## src/rtl/mdio_pkg.sv

```systemverilog
package mdio_pkg;
   // opcode field of a clause-22 frame
   typedef enum logic [1:0] {
      OP_WRITE = 2'b01,
      OP_READ  = 2'b10
   } mdio_op_e;

   localparam logic [1:0] SOF_BITS    = 2'b01;
   localparam logic [1:0] TA_DRIVEN   = 2'b10;
   localparam logic [1:0] TA_RELEASED = 2'b00;
   // bits after the preamble: start, op, phy, reg, turnaround, data
   localparam int FRAME_TAIL_BITS = 32;
   // bits after the preamble still driven by the master on a read
   localparam int READ_DRIVEN_TAIL = 14;
   localparam int DATA_BITS = 16;

   typedef struct packed {
      logic        flag;
      logic [6:0]  spare;
      logic [7:0]  regad;
      logic [15:0] data;
   } access_word_t;
endpackage

```

## src/rtl/mdio_clk_gen.sv

```systemverilog
module mdio_clk_gen #(
   parameter int MDC_HALF_CYCLES = 25
) (
   input  logic clk,
   input  logic rst_n,
   input  logic run,
   output logic mdc,
   output logic rise,
   output logic fall
);
   logic tick;
   logic mdc_q;

   generate
      if (MDC_HALF_CYCLES == 1) begin : g_toggle
         assign tick = run;
      end else begin : g_count
         localparam int CW = $clog2(MDC_HALF_CYCLES);
         localparam logic [CW-1:0] LAST = CW'(MDC_HALF_CYCLES - 1);
         logic [CW-1:0] cnt;
         always_ff @(posedge clk or negedge rst_n) begin
            if (!rst_n)                    cnt <= '0;
            else if (!run || cnt == LAST)  cnt <= '0;
            else                           cnt <= cnt + 1'b1;
         end
         assign tick = run && (cnt == LAST);
      end
   endgenerate

   always_ff @(posedge clk or negedge rst_n) begin
      if (!rst_n)    mdc_q <= 1'b0;
      else if (!run) mdc_q <= 1'b0;
      else if (tick) mdc_q <= ~mdc_q;
   end

   assign mdc  = mdc_q;
   assign rise = tick && !mdc_q;
   assign fall = tick && mdc_q;

   // the clock only runs while a transaction is active
   assert_stop_low_R7: assert property (@(posedge clk) disable iff (!rst_n)
      !run |=> !mdc_q);
endmodule

```

## src/rtl/mdio_frame_seq.sv

```systemverilog
module mdio_frame_seq import mdio_pkg::*; #(
   parameter int         PREAMBLE_BITS   = 32,
   parameter int         MDC_HALF_CYCLES = 25,
   parameter logic [4:0] PHY_ADDR        = 5'd1
) (
   input  logic        clk,
   input  logic        rst_n,
   input  logic        start,
   input  logic        start_wr,
   input  logic [4:0]  start_regad,
   input  logic [15:0] start_data,
   input  logic        rise,
   input  logic        fall,
   input  logic        mdio_i,
   output logic        busy,
   output logic        done,
   output logic [15:0] rd_data,
   output logic        mdio_o,
   output logic        mdio_oe
);
   localparam int FRAME_BITS = PREAMBLE_BITS + FRAME_TAIL_BITS;
   localparam int IW         = $clog2(FRAME_BITS);
   localparam logic [IW-1:0] IDX_LAST    = IW'(FRAME_BITS - 1);
   localparam logic [IW-1:0] IDX_RELEASE = IW'(PREAMBLE_BITS + READ_DRIVEN_TAIL);
   localparam logic [IW-1:0] IDX_RDATA   = IW'(PREAMBLE_BITS + READ_DRIVEN_TAIL + 2);
   localparam int TXN_CYCLES = FRAME_BITS * 2 * MDC_HALF_CYCLES;
   localparam int BW         = $clog2(TXN_CYCLES + 2);

   logic [FRAME_BITS-1:0] sh_q, oe_q, frame_d, mask_d;
   logic [IW-1:0]         idx_q;
   logic                  busy_q, wr_q;
   logic [15:0]           rd_q;

   always_comb begin
      frame_d = {{PREAMBLE_BITS{1'b1}}, SOF_BITS,
                 start_wr ? OP_WRITE : OP_READ, PHY_ADDR, start_regad,
                 start_wr ? TA_DRIVEN : TA_RELEASED,
                 start_wr ? start_data : 16'h0000};
      mask_d  = start_wr ? {FRAME_BITS{1'b1}}
                         : {{(PREAMBLE_BITS + READ_DRIVEN_TAIL){1'b1}},
                            {(2 + DATA_BITS){1'b0}}};
   end

   always_ff @(posedge clk or negedge rst_n) begin
      if (!rst_n) begin
         busy_q <= 1'b0;
         wr_q   <= 1'b0;
         idx_q  <= '0;
         sh_q   <= '0;
         oe_q   <= '0;
         rd_q   <= '0;
      end else if (start) begin
         busy_q <= 1'b1;
         wr_q   <= start_wr;
         idx_q  <= '0;
         sh_q   <= frame_d;
         oe_q   <= mask_d;
      end else if (busy_q) begin
         if (rise && !wr_q && idx_q >= IDX_RDATA)
            rd_q <= {rd_q[14:0], mdio_i};
         if (fall) begin
            if (idx_q == IDX_LAST) begin
               busy_q <= 1'b0;
            end else begin
               idx_q <= idx_q + 1'b1;
               sh_q  <= sh_q << 1;
               oe_q  <= oe_q << 1;
            end
         end
      end
   end

   assign busy    = busy_q;
   assign done    = busy_q && fall && (idx_q == IDX_LAST);
   assign rd_data = rd_q;
   assign mdio_o  = busy_q & sh_q[FRAME_BITS-1];
   assign mdio_oe = busy_q & oe_q[FRAME_BITS-1];

   // checker: count the cycles of the running transaction
   logic [BW-1:0] span_q;
   always_ff @(posedge clk or negedge rst_n) begin
      if (!rst_n)       span_q <= '0;
      else if (!busy_q) span_q <= '0;
      else              span_q <= span_q + 1'b1;
   end

   assert_bounded_txn_R9: assert property (@(posedge clk) disable iff (!rst_n)
      busy_q |-> span_q < BW'(TXN_CYCLES));

   assert_read_release_R4: assert property (@(posedge clk) disable iff (!rst_n)
      (busy_q && !wr_q && idx_q >= IDX_RELEASE) |-> !mdio_oe);
endmodule

```

## src/rtl/mdio_access_reg.sv

```systemverilog
module mdio_access_reg import mdio_pkg::*; #(
   parameter int         MDC_HALF_CYCLES = 25,
   parameter int         PREAMBLE_BITS   = 32,
   parameter logic [4:0] PHY_ADDR        = 5'd1
) (
   input  logic        clk,
   input  logic        rst_n,
   input  logic        reg_wr,
   input  logic [31:0] reg_wdata,
   output logic [31:0] reg_rdata,
   output logic        mdc,
   output logic        mdio_o,
   output logic        mdio_oe,
   input  logic        mdio_i
);
   generate
      if (MDC_HALF_CYCLES < 1) begin : g_bad_div
         $error("MDC_HALF_CYCLES must be at least 1");
      end
      if (PREAMBLE_BITS < 1 || PREAMBLE_BITS > 32) begin : g_bad_pre
         $error("PREAMBLE_BITS must lie in 1..32");
      end
   endgenerate

   access_word_t wword;
   assign wword = access_word_t'(reg_wdata);
   logic unused_spare;
   assign unused_spare = ^wword.spare;

   logic        busy, done, rise, fall, start;
   logic [15:0] rd_data;
   logic        flag_q, op_wr_q;
   logic [7:0]  addr_q;
   logic [15:0] data_q;

   assign start = reg_wr && !busy;

   always_ff @(posedge clk or negedge rst_n) begin
      if (!rst_n) begin
         flag_q  <= 1'b0;
         op_wr_q <= 1'b0;
         addr_q  <= '0;
         data_q  <= '0;
      end else if (start) begin
         flag_q  <= wword.flag;
         op_wr_q <= wword.flag;
         addr_q  <= wword.regad;
         data_q  <= wword.data;
      end else if (done) begin
         flag_q <= !op_wr_q;
         if (!op_wr_q) data_q <= rd_data;
      end
   end

   assign reg_rdata = {flag_q, 7'b0, addr_q, data_q};

   mdio_clk_gen #(
      .MDC_HALF_CYCLES(MDC_HALF_CYCLES)
   ) u_clk (
      .clk  (clk),
      .rst_n(rst_n),
      .run  (busy),
      .mdc  (mdc),
      .rise (rise),
      .fall (fall)
   );

   mdio_frame_seq #(
      .PREAMBLE_BITS  (PREAMBLE_BITS),
      .MDC_HALF_CYCLES(MDC_HALF_CYCLES),
      .PHY_ADDR       (PHY_ADDR)
   ) u_seq (
      .clk        (clk),
      .rst_n      (rst_n),
      .start      (start),
      .start_wr   (wword.flag),
      .start_regad(wword.regad[4:0]),
      .start_data (wword.data),
      .rise       (rise),
      .fall       (fall),
      .mdio_i     (mdio_i),
      .busy       (busy),
      .done       (done),
      .rd_data    (rd_data),
      .mdio_o     (mdio_o),
      .mdio_oe    (mdio_oe)
   );

   assert_idle_mdc_low_R7: assert property (@(posedge clk) disable iff (!rst_n)
      !busy |-> !mdc);

   assert_write_flag_busy_R3: assert property (@(posedge clk) disable iff (!rst_n)
      (busy && op_wr_q) |-> reg_rdata[31]);

   assert_read_flag_busy_R5: assert property (@(posedge clk) disable iff (!rst_n)
      (busy && !op_wr_q) |-> !reg_rdata[31]);

   assert_ignore_busy_R8: assert property (@(posedge clk) disable iff (!rst_n)
      (busy && reg_wr) |=> $stable(addr_q));

   assert_spare_zero_R6: assert property (@(posedge clk) disable iff (!rst_n)
      reg_rdata[30:24] == 7'b0);

   assert_stable_on_rise_R10: assert property (@(posedge clk) disable iff (!rst_n)
      $rose(mdc) |-> ($stable(mdio_o) && $stable(mdio_oe)));
endmodule

```

## config.mk

```make
export PLATFORM = sky130hd
export DESIGN_NAME = mdio_access_reg
export DESIGN_NICKNAME = d
export VERILOG_FILES = /design/src/rtl/mdio_pkg.sv /design/src/rtl/mdio_clk_gen.sv /design/src/rtl/mdio_frame_seq.sv /design/src/rtl/mdio_access_reg.sv
export SDC_FILE = /design/constraint.sdc
export NUM_CORES = 1
export LEC_CHECK = 0
export BUFFER_PORTS_ARGS = -buffer_cell sky130_fd_sc_hd__buf_2
export CAP_MARGIN = 25
export CORE_MARGIN = 2
export CORE_UTILIZATION = 55
export DETAILED_ROUTE_END_ITERATION = 16
export PLACE_DENSITY = 0.81
export REMOVE_ABC_BUFFERS = 1
export SYNTH_ARGS = -nofsm -noshare
export SYNTH_HDL_FRONTEND = slang
export SYNTH_SLANG_ARGS = --single-unit
export TNS_END_PERCENT = 50
```

## constraint.sdc

```tcl
create_clock -name clk -period 2.64 [get_ports clk]
set_clock_uncertainty 0.15 [all_clocks]
set_input_delay 0 -clock clk [delete_from_list [all_inputs] [get_ports clk]]
set_output_delay 0 -clock clk [all_outputs]
set_load 0.005 [all_outputs]
```

==> qor.log <==
qor: layout.mostFrequentLayoutCells 287 x sky130_fd_sc_hd__nand2_1, 183 x sky130_fd_sc_hd__dfrtp_1, 83 x sky130_fd_sc_hd__o21ai_0
qor: route.detail_route.vias_per_cell 5.522
qor: logic_synthesis.synth_seq_cells 183
qor: timing.report.final.hold_viol_count 0
qor: clock_tree.cts.sink_count 183
qor: critical_path.startpoint_type flop
qor: route.detail_route.drc_violations 0
qor: timing.hold-worst-slack 0.02435 ns
qor: route.wl_per_cell 14.49 um
qor: clock_tree.clk_pin_slew 0.07 ns
qor: power.power-per-cell-area 972.1 mW/mm2
qor: layout.syn2layout_area_growth 16.98%
qor: clock_tree.cts-buffers-inserted 17
qor: placement.dp_hpwl 8.227 mm
qor: logic_synthesis.synth-seq-area-share 59.97%
qor: timing.fin_setup_tns 0 ns
qor: global_route.first_global_vias 5775
qor: layout.nets 915
qor: logic_synthesis.synth_enable_flop_cells 0
qor: placement.gp_congestion 0.7499
qor: placement.port_buffers 56
qor: outcome.status complete, no violations
qor: timing.max_slew.worst_pin.slew 0.7418 ns
qor: logic_synthesis.avgSynthCellArea 9.312 um2
qor: clock_tree.cts_tree built
qor: clock_tree.cts.path.max_buffers 2
qor: logic_synthesis.post_synth_inst_count 820
qor: timing.max_freq 439.7 MHz
qor: timing.report.final.setup_viol 0
qor: power.ir_worst_vdd 0.0005164 V
qor: logic_synthesis.async_reset_ff_share 100.0%
qor: logic_synthesis.ys.flop_type sky130_fd_sc_hd__dfrtp_1
qor: clock_tree.htree_levels 4
qor: timing.slew-limit-headroom 50.55%
qor: layout.seqCellArea 0.004579 mm2
qor: global_route.track_usage 22.44%
qor: layout.antennaDiodeCount 0
qor: global_route.global_route.overflow_total 0
qor: power.leakage 3.891 nW
qor: route.num_vias 5903
qor: min_path.worst_hold_path_type in2async
qor: layout.multiInputGateArea 0.002756 mm2
qor: route.postRouteAntennaNets 0
qor: floorplan.io-pin-count 71
qor: power.totalPowerFinal 8.683 mW
qor: layout.finalCoreUtilization 65.11%
qor: layout.final_common_cell sky130_fd_sc_hd__nand2_1
qor: critical_path.setup.worst_path.end_class flop
qor: critical_path.timing.critical_path.arrival 2.47 ns
qor: critical_path.worst-path-max-fanout 77
qor: critical_path.criticalPathCategory reg2reg
qor: timing.finalMaxSlewViolations 0
qor: logic_synthesis.yosys_warnings 0
qor: critical_path.max_stage_delay 0.56 ns
qor: floorplan.placeableCoreArea 0.01372 mm2
qor: timing.final_period_minus_worst_setup_slack 2.275 ns
qor: route.dr.first_iter.drc_count 670
qor: clock_tree.clk-insertion-delay-late 0.43 ns
qor: floorplan.fp-row-count 43
qor: clock_tree.clock_tree.root_cell sky130_fd_sc_hd__clkbuf_16
qor: clock_tree.post_cts_buffers 0
qor: route.first_pass_iters 6
qor: timing.grt_setup_unrepaired no
qor: global_route.initial_antenna_violation_count 0
qor: layout.fillCellCount 1052
qor: critical_path.sequence_of_cells_on_the_critical_path ha_1 > and3_1 > a211o_2 > buf_4 > nand2_1 > a31oi_1
qor: floorplan.die_width 121.8 um
qor: route.drt_wl_total 15.49 mm
qor: critical_path.worst-r2r-cell-count 6
qor: logic_synthesis.mappedNetlistArea 0.007636 mm2
qor: logic_synthesis.number_of_distinct_library_cells_after_synthesis 37
qor: critical_path.slowest_stage sky130_fd_sc_hd__buf_4
qor: floorplan.design.die.area 0.01484 mm2
qor: floorplan.fp.dieH 121.8 um
qor: floorplan.floorplan.initialDensity 55.66%
qor: timing.timing.final.crit_share 86.16%
qor: run.maxCapViolCount 0
qor: layout.post_route_cells_drive_above_1_share 14.06%
qor: global_route.wire_length_of_the_first_global_routing_pass 26.52 mm
qor: global_route.grt_max_degree 96
qor: critical_path.crit_required 2.84 ns
synthesized netlist by cell type (2+ instances only):
| library cell | n | share of area, % |
|---|---|---|
| sky130_fd_sc_hd__buf_4 | 8 | 0.79 |
| sky130_fd_sc_hd__buf_2 | 27 | 1.8 |
| sky130_fd_sc_hd__and3_1 | 2 | 0.16 |
| sky130_fd_sc_hd__buf_6 | 2 | 0.29 |
| sky130_fd_sc_hd__nand3_1 | 56 | 3.7 |
| sky130_fd_sc_hd__mux2_2 | 16 | 2.4 |
| sky130_fd_sc_hd__buf_1 | 3 | 0.15 |
| sky130_fd_sc_hd__o21ai_0 | 83 | 5.4 |
| sky130_fd_sc_hd__nand2_1 | 287 | 14 |
| sky130_fd_sc_hd__clkbuf_1 | 27 | 1.3 |
| sky130_fd_sc_hd__nor2_1 | 26 | 1.3 |
| sky130_fd_sc_hd__xor2_1 | 2 | 0.23 |
| sky130_fd_sc_hd__dfrtp_1 | 183 | 60 |
| sky130_fd_sc_hd__ha_1 | 3 | 0.49 |
| sky130_fd_sc_hd__xnor2_1 | 3 | 0.34 |
| sky130_fd_sc_hd__a21oi_1 | 43 | 2.8 |
| sky130_fd_sc_hd__and2_1 | 4 | 0.33 |
| sky130_fd_sc_hd__inv_1 | 3 | 0.15 |
| sky130_fd_sc_hd__a31oi_1 | 24 | 2.0 |
stage by stage:
stage	worst slack (ns)	instance area (um2)	instances
final	0.3655	8932	1069
after CTS	0.3803	8932	1069
after global placement	0.4509	8019	1008
after detailed placement	0.3838	8019	1008
after global routing	0.1804	8932	1069
after floorplan	-2.865	7328	759
power by group:
group	leakage (nW)	internal, mW	switching (mW)
logic	1.56	0.746	0.833
clock network	0.296	1.55	1.11
registers	2.04	3.86	0.587
state kept, by name, summed over array words and instances (netlist names):
name,cells
addr_q,8
u_clk.mdc,1
u_seq.rd_data,16
u_seq.oe_q,64
u_seq.busy,1
flag_q,1
data_q,16
u_seq.idx_q,6
u_seq.sh_q,64
u_clk.g_count.cnt,5
u_seq.wr_q,1
worst max-delay path: cells and delay by family, from the launching register on:
| kind | cells | cell delay [ns] |
|---|---|---|
| DFF | 1 | 0.40 |
| and+or+nand+nor | 2 | 0.42 |
| buffers and inverters | 1 | 0.56 |
| adders and majority gates | 1 | 0.24 |
| AOI/OAI and AO/OA | 2 | 0.40 |
cell type report:
cell class	count	area share (%)
well taps	180	2.521
multi-input cells	573	30.86
flip-flops and latches	183	51.27
clock inverters	13	1.905
clock buffers	19	5.071
inverters	3	0.1261
repair buffers	98	8.250
per-layer routing:
metal | wire length (um) | vias up | track usage, %
li1 | - | 2816 | -
met4 | 271 | 0 | 7.830
met3 | 611 | 34 | 5.571
met2 | 7607 | 150 | 35.09
met5 | 0 | - | 0
met1 | 6994 | 2903 | 30.92
kinds of logic after synthesis:
kind of cell,synth area share [%]
and+or+nand+nor,20.76
DFF,59.97
AOI/OAI and AO/OA,11.32
buffers and inverters,4.473
muxes,2.359
xor gates and xnor gates,0.5736
adders and majority gates,0.4916
other,0.04911
worst paths after layout:
check                          startpoint        endpoint  slack (ns)
max in group asynchronous           rst_n  u_seq.sh_q[35]        1.62
max                        u_seq.idx_q[0]  u_seq.sh_q[22]        0.37
max reg2reg                u_seq.idx_q[0]  u_seq.sh_q[22]        0.37
min reg2reg                u_seq.oe_q[61]  u_seq.oe_q[62]        0.30
min                                 rst_n  u_seq.oe_q[55]        0.02
min in group clk            reg_wdata[22]       addr_q[6]        0.17
repair_timing:
item,4_1_cts,5_1_grt
resized for setup,0,0
hold buffers,29,0
hold endpoints to repair,213,0
No activity file was read; power rests on OpenSTA's default activity.
